===== src/rtl/bf_pkg.sv =====
package bf_pkg;
  typedef logic [7:0]  byte_t;
  typedef logic [15:0] word_t;

  // earlier byte goes low (le) or high (be)
  function automatic word_t pack_pair(byte_t first, byte_t second, logic be);
    return be ? {first, second} : {second, first};
  endfunction

  // lone byte with zero filler in the unused half
  function automatic word_t pack_lone(byte_t first, logic be);
    return be ? {first, 8'h00} : {8'h00, first};
  endfunction
endpackage


===== src/rtl/bf_byte_ring.sv =====
module bf_byte_ring #(
  parameter int DEPTH = 4,
  parameter int CW    = $clog2(DEPTH + 1)
) (
  input  logic          clk,
  input  logic          rst,
  input  logic          clr,
  input  logic [1:0]    push_n,
  input  bf_pkg::byte_t push_d0,
  input  bf_pkg::byte_t push_d1,
  input  logic [1:0]    pop_n,
  output bf_pkg::byte_t peek0,
  output bf_pkg::byte_t peek1,
  output logic [CW-1:0] count
);
  localparam int PW = $clog2(DEPTH);

  bf_pkg::byte_t mem [DEPTH];
  logic [PW-1:0] wr_ptr, rd_ptr;

  always_ff @(posedge clk) begin
    if (rst || clr) begin
      wr_ptr <= '0;
      rd_ptr <= '0;
      count  <= '0;
    end else begin
      wr_ptr <= wr_ptr + PW'(push_n);
      rd_ptr <= rd_ptr + PW'(pop_n);
      count  <= count + CW'(push_n) - CW'(pop_n);
    end
  end

  always_ff @(posedge clk) begin
    if (!clr) begin
      if (push_n != 2'd0) mem[wr_ptr] <= push_d0;
      if (push_n == 2'd2) mem[wr_ptr + PW'(1)] <= push_d1;
    end
  end

  assign peek0 = mem[rd_ptr];
  assign peek1 = mem[rd_ptr + PW'(1)];

  // controllers must never ask for more than the ring can hold or give
  assert_ring_bounds_R7: assert property (@(posedge clk) disable iff (rst)
    !clr |-> ((int'(count) + int'(push_n) <= DEPTH + int'(pop_n)) &&
              (int'(pop_n) <= int'(count))));
endmodule


===== src/rtl/bf_tx_side.sv =====
module bf_tx_side #(
  parameter int DEPTH = 4,
  parameter int CW    = $clog2(DEPTH + 1)
) (
  input  logic          clk,
  input  logic          rst,
  input  logic          flush,
  input  logic          big_end,
  input  logic          wr_en,
  input  bf_pkg::word_t wr_data,
  input  logic          pop,
  input  logic [CW-1:0] count,
  input  bf_pkg::byte_t peek0,
  output logic [1:0]    push_n,
  output bf_pkg::byte_t d0,
  output bf_pkg::byte_t d1,
  output logic [1:0]    pop_n,
  output logic          wr_err,
  output logic          full,
  output logic          empty
);
  logic room2, wr_ok;

  always_comb begin
    room2  = int'(count) <= DEPTH - 2;
    wr_ok  = wr_en && room2 && !flush;
    full   = !room2;
    empty  = count == '0;
    d0     = big_end ? wr_data[15:8] : wr_data[7:0];
    d1     = big_end ? wr_data[7:0]  : wr_data[15:8];
    push_n = wr_ok ? 2'd2 : 2'd0;
    pop_n  = (pop && !empty && !flush) ? 2'd1 : 2'd0;
    wr_err = wr_en && !room2 && !flush;
  end

  // byte order chosen at write time
  assert_tx_first_R3: assert property (@(posedge clk) disable iff (rst)
    (wr_en && !flush && count == '0) |=>
      (peek0 == ($past(big_end) ? $past(wr_data[15:8]) : $past(wr_data[7:0]))));
endmodule


===== src/rtl/bf_rx_side.sv =====
module bf_rx_side #(
  parameter int DEPTH = 4,
  parameter int CW    = $clog2(DEPTH + 1)
) (
  input  logic          clk,
  input  logic          rst,
  input  logic          flush,
  input  logic          big_end,
  input  logic          push,
  input  logic          end_in,
  input  logic          rd_en,
  input  logic [CW-1:0] count,
  input  bf_pkg::byte_t peek0,
  input  bf_pkg::byte_t peek1,
  output logic [1:0]    push_n,
  output logic [1:0]    pop_n,
  output bf_pkg::word_t rd_data,
  output logic          single,
  output logic          rd_err,
  output logic          push_err,
  output logic          word_ready,
  output logic          full
);
  logic end_flag, take2, rd_ok;

  always_comb begin
    full       = int'(count) == DEPTH;
    take2      = int'(count) >= 2;
    word_ready = take2 || (count == CW'(1) && end_flag);
    rd_ok      = rd_en && word_ready && !flush;
    push_n     = (push && !full && !flush) ? 2'd1 : 2'd0;
    pop_n      = rd_ok ? (take2 ? 2'd2 : 2'd1) : 2'd0;
    rd_err     = rd_en && !word_ready && !flush;
    push_err   = push && full && !flush;
  end

  always_ff @(posedge clk) begin
    if (rst) begin
      rd_data  <= '0;
      single   <= 1'b0;
      end_flag <= 1'b0;
    end else if (flush) begin
      single   <= 1'b0;
      end_flag <= 1'b0;
    end else begin
      if (rd_ok) begin
        rd_data <= take2 ? bf_pkg::pack_pair(peek0, peek1, big_end)
                         : bf_pkg::pack_lone(peek0, big_end);
        single  <= !take2;
      end
      if (end_in) end_flag <= 1'b1;
      else if (rd_ok && int'(count) == int'(pop_n)) end_flag <= 1'b0;
    end
  end

  assert_lone_pad_R5: assert property (@(posedge clk) disable iff (rst)
    (rd_ok && count == CW'(1)) |=>
      (single && (($past(big_end) ? rd_data[7:0] : rd_data[15:8]) == 8'h00)));

  assert_pair_flag_R4: assert property (@(posedge clk) disable iff (rst)
    (rd_ok && take2) |=> !single);

  assert_rd_ignored_R8: assert property (@(posedge clk) disable iff (rst)
    (rd_en && !word_ready && !flush) |=> $stable(rd_data));
endmodule


===== src/rtl/i2c_byte_fifo.sv =====
module i2c_byte_fifo #(
  parameter int WORDS = 2
) (
  input  logic        clk,
  input  logic        rst,
  input  logic        flush,
  input  logic        big_end,
  input  logic        host_wr_en,
  input  logic [15:0] host_wr_data,
  input  logic        host_rd_en,
  output logic [15:0] host_rd_data,
  output logic        single_byte,
  output logic        err,
  output logic        tx_full,
  output logic        tx_empty,
  output logic [7:0]  tx_byte,
  output logic        tx_byte_valid,
  input  logic        tx_pop,
  input  logic [7:0]  rx_byte,
  input  logic        rx_push,
  input  logic        rx_end,
  output logic        rx_word_ready,
  output logic        rx_full
);
  localparam int DEPTH = 2 * WORDS;
  localparam int CW    = $clog2(DEPTH + 1);

  logic [1:0]    tx_push_n, tx_pop_n, rx_push_n, rx_pop_n;
  bf_pkg::byte_t tx_d0, tx_d1, tx_peek1, rx_peek0, rx_peek1;
  logic [CW-1:0] tx_count, rx_count;
  logic          wr_err, rd_err, push_err;

  bf_byte_ring #(.DEPTH(DEPTH), .CW(CW)) u_tx_ring (
    .clk(clk), .rst(rst), .clr(flush),
    .push_n(tx_push_n), .push_d0(tx_d0), .push_d1(tx_d1),
    .pop_n(tx_pop_n), .peek0(tx_byte), .peek1(tx_peek1), .count(tx_count));

  bf_tx_side #(.DEPTH(DEPTH), .CW(CW)) u_tx_side (
    .clk(clk), .rst(rst), .flush(flush), .big_end(big_end),
    .wr_en(host_wr_en), .wr_data(host_wr_data), .pop(tx_pop),
    .count(tx_count), .peek0(tx_byte),
    .push_n(tx_push_n), .d0(tx_d0), .d1(tx_d1), .pop_n(tx_pop_n),
    .wr_err(wr_err), .full(tx_full), .empty(tx_empty));

  bf_byte_ring #(.DEPTH(DEPTH), .CW(CW)) u_rx_ring (
    .clk(clk), .rst(rst), .clr(flush),
    .push_n(rx_push_n), .push_d0(rx_byte), .push_d1(8'h00),
    .pop_n(rx_pop_n), .peek0(rx_peek0), .peek1(rx_peek1), .count(rx_count));

  bf_rx_side #(.DEPTH(DEPTH), .CW(CW)) u_rx_side (
    .clk(clk), .rst(rst), .flush(flush), .big_end(big_end),
    .push(rx_push), .end_in(rx_end), .rd_en(host_rd_en),
    .count(rx_count), .peek0(rx_peek0), .peek1(rx_peek1),
    .push_n(rx_push_n), .pop_n(rx_pop_n),
    .rd_data(host_rd_data), .single(single_byte),
    .rd_err(rd_err), .push_err(push_err),
    .word_ready(rx_word_ready), .full(rx_full));

  assign tx_byte_valid = !tx_empty;

  always_ff @(posedge clk) begin
    if (rst) err <= 1'b0;
    else if (wr_err || rd_err || push_err) err <= 1'b1;
  end

  assert_err_sticky_R8: assert property (@(posedge clk) disable iff (rst)
    err |=> err);

  assert_flush_R9: assert property (@(posedge clk) disable iff (rst)
    flush |=> (tx_empty && !rx_word_ready && !rx_full && !single_byte));

  assert_tx_second_R3: assert property (@(posedge clk) disable iff (rst)
    (host_wr_en && !flush && tx_count == '0) |=>
      (tx_peek1 == ($past(big_end) ? $past(host_wr_data[7:0]) : $past(host_wr_data[15:8]))));

  assert_no_overflow_R7: assert property (@(posedge clk) disable iff (rst)
    (host_wr_en && tx_full && !tx_pop && !flush) |=> (tx_count == $past(tx_count)));
endmodule


===== config.mk =====
export PLATFORM = sky130hd
export DESIGN_NAME = i2c_byte_fifo
export DESIGN_NICKNAME = d
export VERILOG_FILES = /design/src/rtl/bf_pkg.sv /design/src/rtl/bf_byte_ring.sv /design/src/rtl/bf_tx_side.sv /design/src/rtl/bf_rx_side.sv /design/src/rtl/i2c_byte_fifo.sv
export SDC_FILE = /design/constraint.sdc
export NUM_CORES = 1
export LEC_CHECK = 0
export ABC_AREA = 1
export BUFFER_PORTS_ARGS = -buffer_cell sky130_fd_sc_hd__buf_2
export CAP_MARGIN = 20
export CORE_MARGIN = 3
export CORE_UTILIZATION = 50
export DETAILED_ROUTE_END_ITERATION = 8
export GPL_TIMING_DRIVEN = 0
export PLACE_DENSITY = 0.73
export REMOVE_ABC_BUFFERS = 1
export SKIP_CTS_REPAIR_TIMING = 1
export SYNTH_ARGS = -nofsm -noshare
export SYNTH_HDL_FRONTEND = slang
export SYNTH_SLANG_ARGS = --single-unit

===== constraint.sdc =====
create_clock -name clk -period 2.4 [get_ports clk]
set_clock_uncertainty 0.1 [all_clocks]
set_input_delay 0.24 -clock clk [delete_from_list [all_inputs] [get_ports clk]]
set_output_delay 0.24 -clock clk [all_outputs]
set_load 0.02 [all_outputs]

==> impl_metrics.env <==
export IMPL_setup_slack_ns=-0.0312
export IMPL_ant_nets=0
export IMPL_clock_sinks=96
export IMPL_slew_headroom=0.383
export IMPL_place_hpwl_um=6740
export IMPL_critPathLaunch="u_rx_ring.count[1]"
export IMPL_critical_path_class="register to register"
export IMPL_r2r_start="u_rx_ring.count[1]"
export IMPL_rsz0062_at_grt="yes"
export IMPL_p_total_w=0.00322
export IMPL_violations="setup timing"
export IMPL_endpoint_kind="register"
export IMPL_numPortBuffers=63
export IMPL_clk_latency_ns=0.36
export IMPL_arrival_ns=2.62
export IMPL_grt_pass1_vias=3461
export IMPL_num_antenna_cells=0
export IMPL_die_w_um=104
export IMPL_whs_ns=0.0181
export IMPL_drt_initial_drc_count=214
export IMPL_cp_start_kind="register"
export IMPL_outcome="finished with violations"
export IMPL_synth_top_area_frac=0.401
export IMPL_yosys_most_used_dff="edfxtp_1"
export IMPL_synth_cell_types=31
export IMPL_globalplace_congestion=0.861
export IMPL_path_cells="nor2_2, nand2_2, inv_4, nor2_8, nand2_2, inv_1, ha_1, inv_1, ha_1, inv_1, fa_1, or2_2, a21oi_1"
export IMPL_cts_root_buf="clkbuf_8"
export IMPL_overflow=0
export IMPL_antenna_found_initial=0
export IMPL_finalHoldViolations=0
export IMPL_grt_max_degree=35
export IMPL_multi_input_area_um2=1890
export IMPL_seqCellArea_um2=2560
export IMPL_fin_crit_sh=1.01
export IMPL_fillers=806
export IMPL_synth_top_cells_by_area="edfxtp_1, nand2_1, dfxtp_1"
export IMPL_finalSetupViolCount=1
export IMPL_peakVddDrop_mv=0.260
export IMPL_hold_class="primary input to register"
export IMPL_crit_slowest_cell="fa_1"
export IMPL_area_growth_pct=13.4
export IMPL_placed_cell_area_um2=5080
export IMPL_drv_cap=0
export IMPL_rows=35
export IMPL_worst_path_largest_cell_delay_ns=0.41
export IMPL_vias_per_cell=4.98
export IMPL_route_detailed_drc=0
export IMPL_netlist_area_um2=4790
export IMPL_slew_violations=0
export IMPL_layout_nets=675
export IMPL_crit_path_end="u_rx_ring.count[2]"
export IMPL_final_cell_mix="nand2_1, buf_2, edfxtp_1"
export IMPL_powerDensity_nw_per_um2=594
export IMPL_grt_usage=0.176
export IMPL_drive_gt1_frac=0.168
export IMPL_clock_tree_buffer_depth=2
export IMPL_synth_seq_area_share=0.535
export IMPL_layout_commonest_cell="nand2_1"
export IMPL_yosys_warnings=0
export IMPL_r2r_slack_ns=-0.03
export IMPL_fmax_mhz=411
export IMPL_synth_seq_cells=96
export IMPL_path_common_cell="inv_1"
export IMPL_async_flop_share=0
export IMPL_die_area_um2=10800
export IMPL_p_leak_nw=2.36
export IMPL_synthCells=566
export IMPL_path_clk_slew_ns=0.09
export IMPL_r2r_cells=13
export IMPL_core_area_um2=9280
export IMPL_htreeDepth=3
export IMPL_start_util=0.516
export IMPL_worstMarginPinSlew_ns=0.924
export IMPL_crit_required_ns=2.59
export IMPL_grt_pass1_wl_um=15700
export IMPL_cts_made_buffers=9
export IMPL_syn_avg_cell_area_um2=8.46
export IMPL_die_h_um=104
export IMPL_worst_r2r_endpoint="u_rx_ring.count[2]"
export IMPL_postLayoutCellArea_um2=5430
export IMPL_via_count=3811
export IMPL_boundaryPins=64
export IMPL_routed_wirelength_um=9620
export IMPL_finalCriticalPeriod_ns=2.43
export IMPL_synth_edf_count=64
export IMPL_wl_per_cell_um=12.6
export IMPL_first_pass_iters=5
export IMPL_synth_top_area_cell="edfxtp_1"
export IMPL_cts_tree="built"
export IMPL_cp_max_fo=4
## metal layers
| metal | track usage | up-vias | part of all wire |
|---|---|---|---|
| li1 | - | 1984 | - |
| met1 | 0.212 | 1728 | 0.43 |
| met2 | 0.313 | 88 | 0.52 |
| met3 | 0.0336 | 11 | 0.032 |
| met4 | 0.0646 | 0 | 0.016 |
| met5 | 0 | - | 0 |
## logic make-up (layout without fill, tap and decap cells)
| kind of cell | Yosys count | after routing | synth area share |
|---|---|---|---|
| buffers and inverters | 65 | 135 | 0.0719 |
| xor gates and xnor gates | 6 | 6 | 0.0110 |
| and+or+nand+nor | 307 | 308 | 0.264 |
| AOI/OAI and AO/OA | 82 | 82 | 0.0899 |
| adders and majority gates | 10 | 10 | 0.0277 |
| DFF | 96 | 96 | 0.535 |
## synth_stat cells, types with 4 or more instances
master    number
o21ai_0       26
nor2_1        62
o21ai_1       24
nand2_1      194
buf_2          6
nor3_1         4
o22ai_1        8
buf_6          9
a21oi_1       21
inv_1         35
inv_2          5
xnor2_1        6
buf_4          5
nand2_2        5
ha_1           9
dfxtp_1       32
edfxtp_1      64
nand3_1       34
## critical path: cells and delay by family, from the launching register on
family	cells	cell delay, ns
buffers and inverters	4	0.28
AOI/OAI and AO/OA	1	0.13
DFF	1	0.34
adders and majority gates	3	0.81
and+or+nand+nor	5	0.69
## through the flow
step                TNS [ns]  std cells  setup slack [ns]  utilization
finish               -0.0312        766           -0.0312        0.585
global route          -0.164        766            -0.164        0.585
CTS                   -0.318        751            -0.280        0.570
detailed placement    -0.286        735            -0.260        0.548
global placement      -0.191        735            -0.191        0.548
floorplan            -0.0871        543           -0.0871            -
## worst min-delay path by stage
stage,to,depth (start not counted),from,slack (ns)
global placement,u_rx_ring.mem[1][4],1,rx_byte[4],0.35
detailed placement,u_rx_ring.mem[2][4],1,rx_byte[4],0.36
finish,u_rx_side.end_flag,3,rx_end,0.02
floorplan,u_rx_ring.mem[0][0],0,rx_byte[0],0.24
global route,u_rx_side.end_flag,3,rx_end,0.02
CTS,u_rx_ring.mem[2][4],1,rx_byte[4],-0.03
## cell type report
class	instances	share of cell area
multi-input cells	406	0.349
well taps	129	0.0297
repair buffers	77	0.0811
clock inverters	6	0.0122
flip-flops and latches	96	0.472
inverters	42	0.0307
clock buffers	10	0.0254
## flip-flops by register name, indices dropped and copies added, names as in the netlist
| name | flops |
|---|---|
| u_tx_ring.wr_ptr | 1 |
| u_rx_side.single | 1 |
| u_rx_ring.rd_ptr | 2 |
| u_tx_ring.rd_ptr | 2 |
| u_tx_ring.count | 3 |
| u_tx_ring.mem | 32 |
| err | 1 |
| u_rx_ring.wr_ptr | 2 |
| u_rx_side.end_flag | 1 |
| u_rx_ring.mem | 32 |
| u_rx_ring.count | 3 |
| u_rx_side.rd_data | 16 |
## report_power, final
group	leakage [nW]	internal, W	switching (W)
Clock	0.105	0.000515	0.000573
Sequential	0.845	0.00181	0.0000203
Combinational	1.41	0.000112	0.000194
Power figures use the tool's default switching activity.
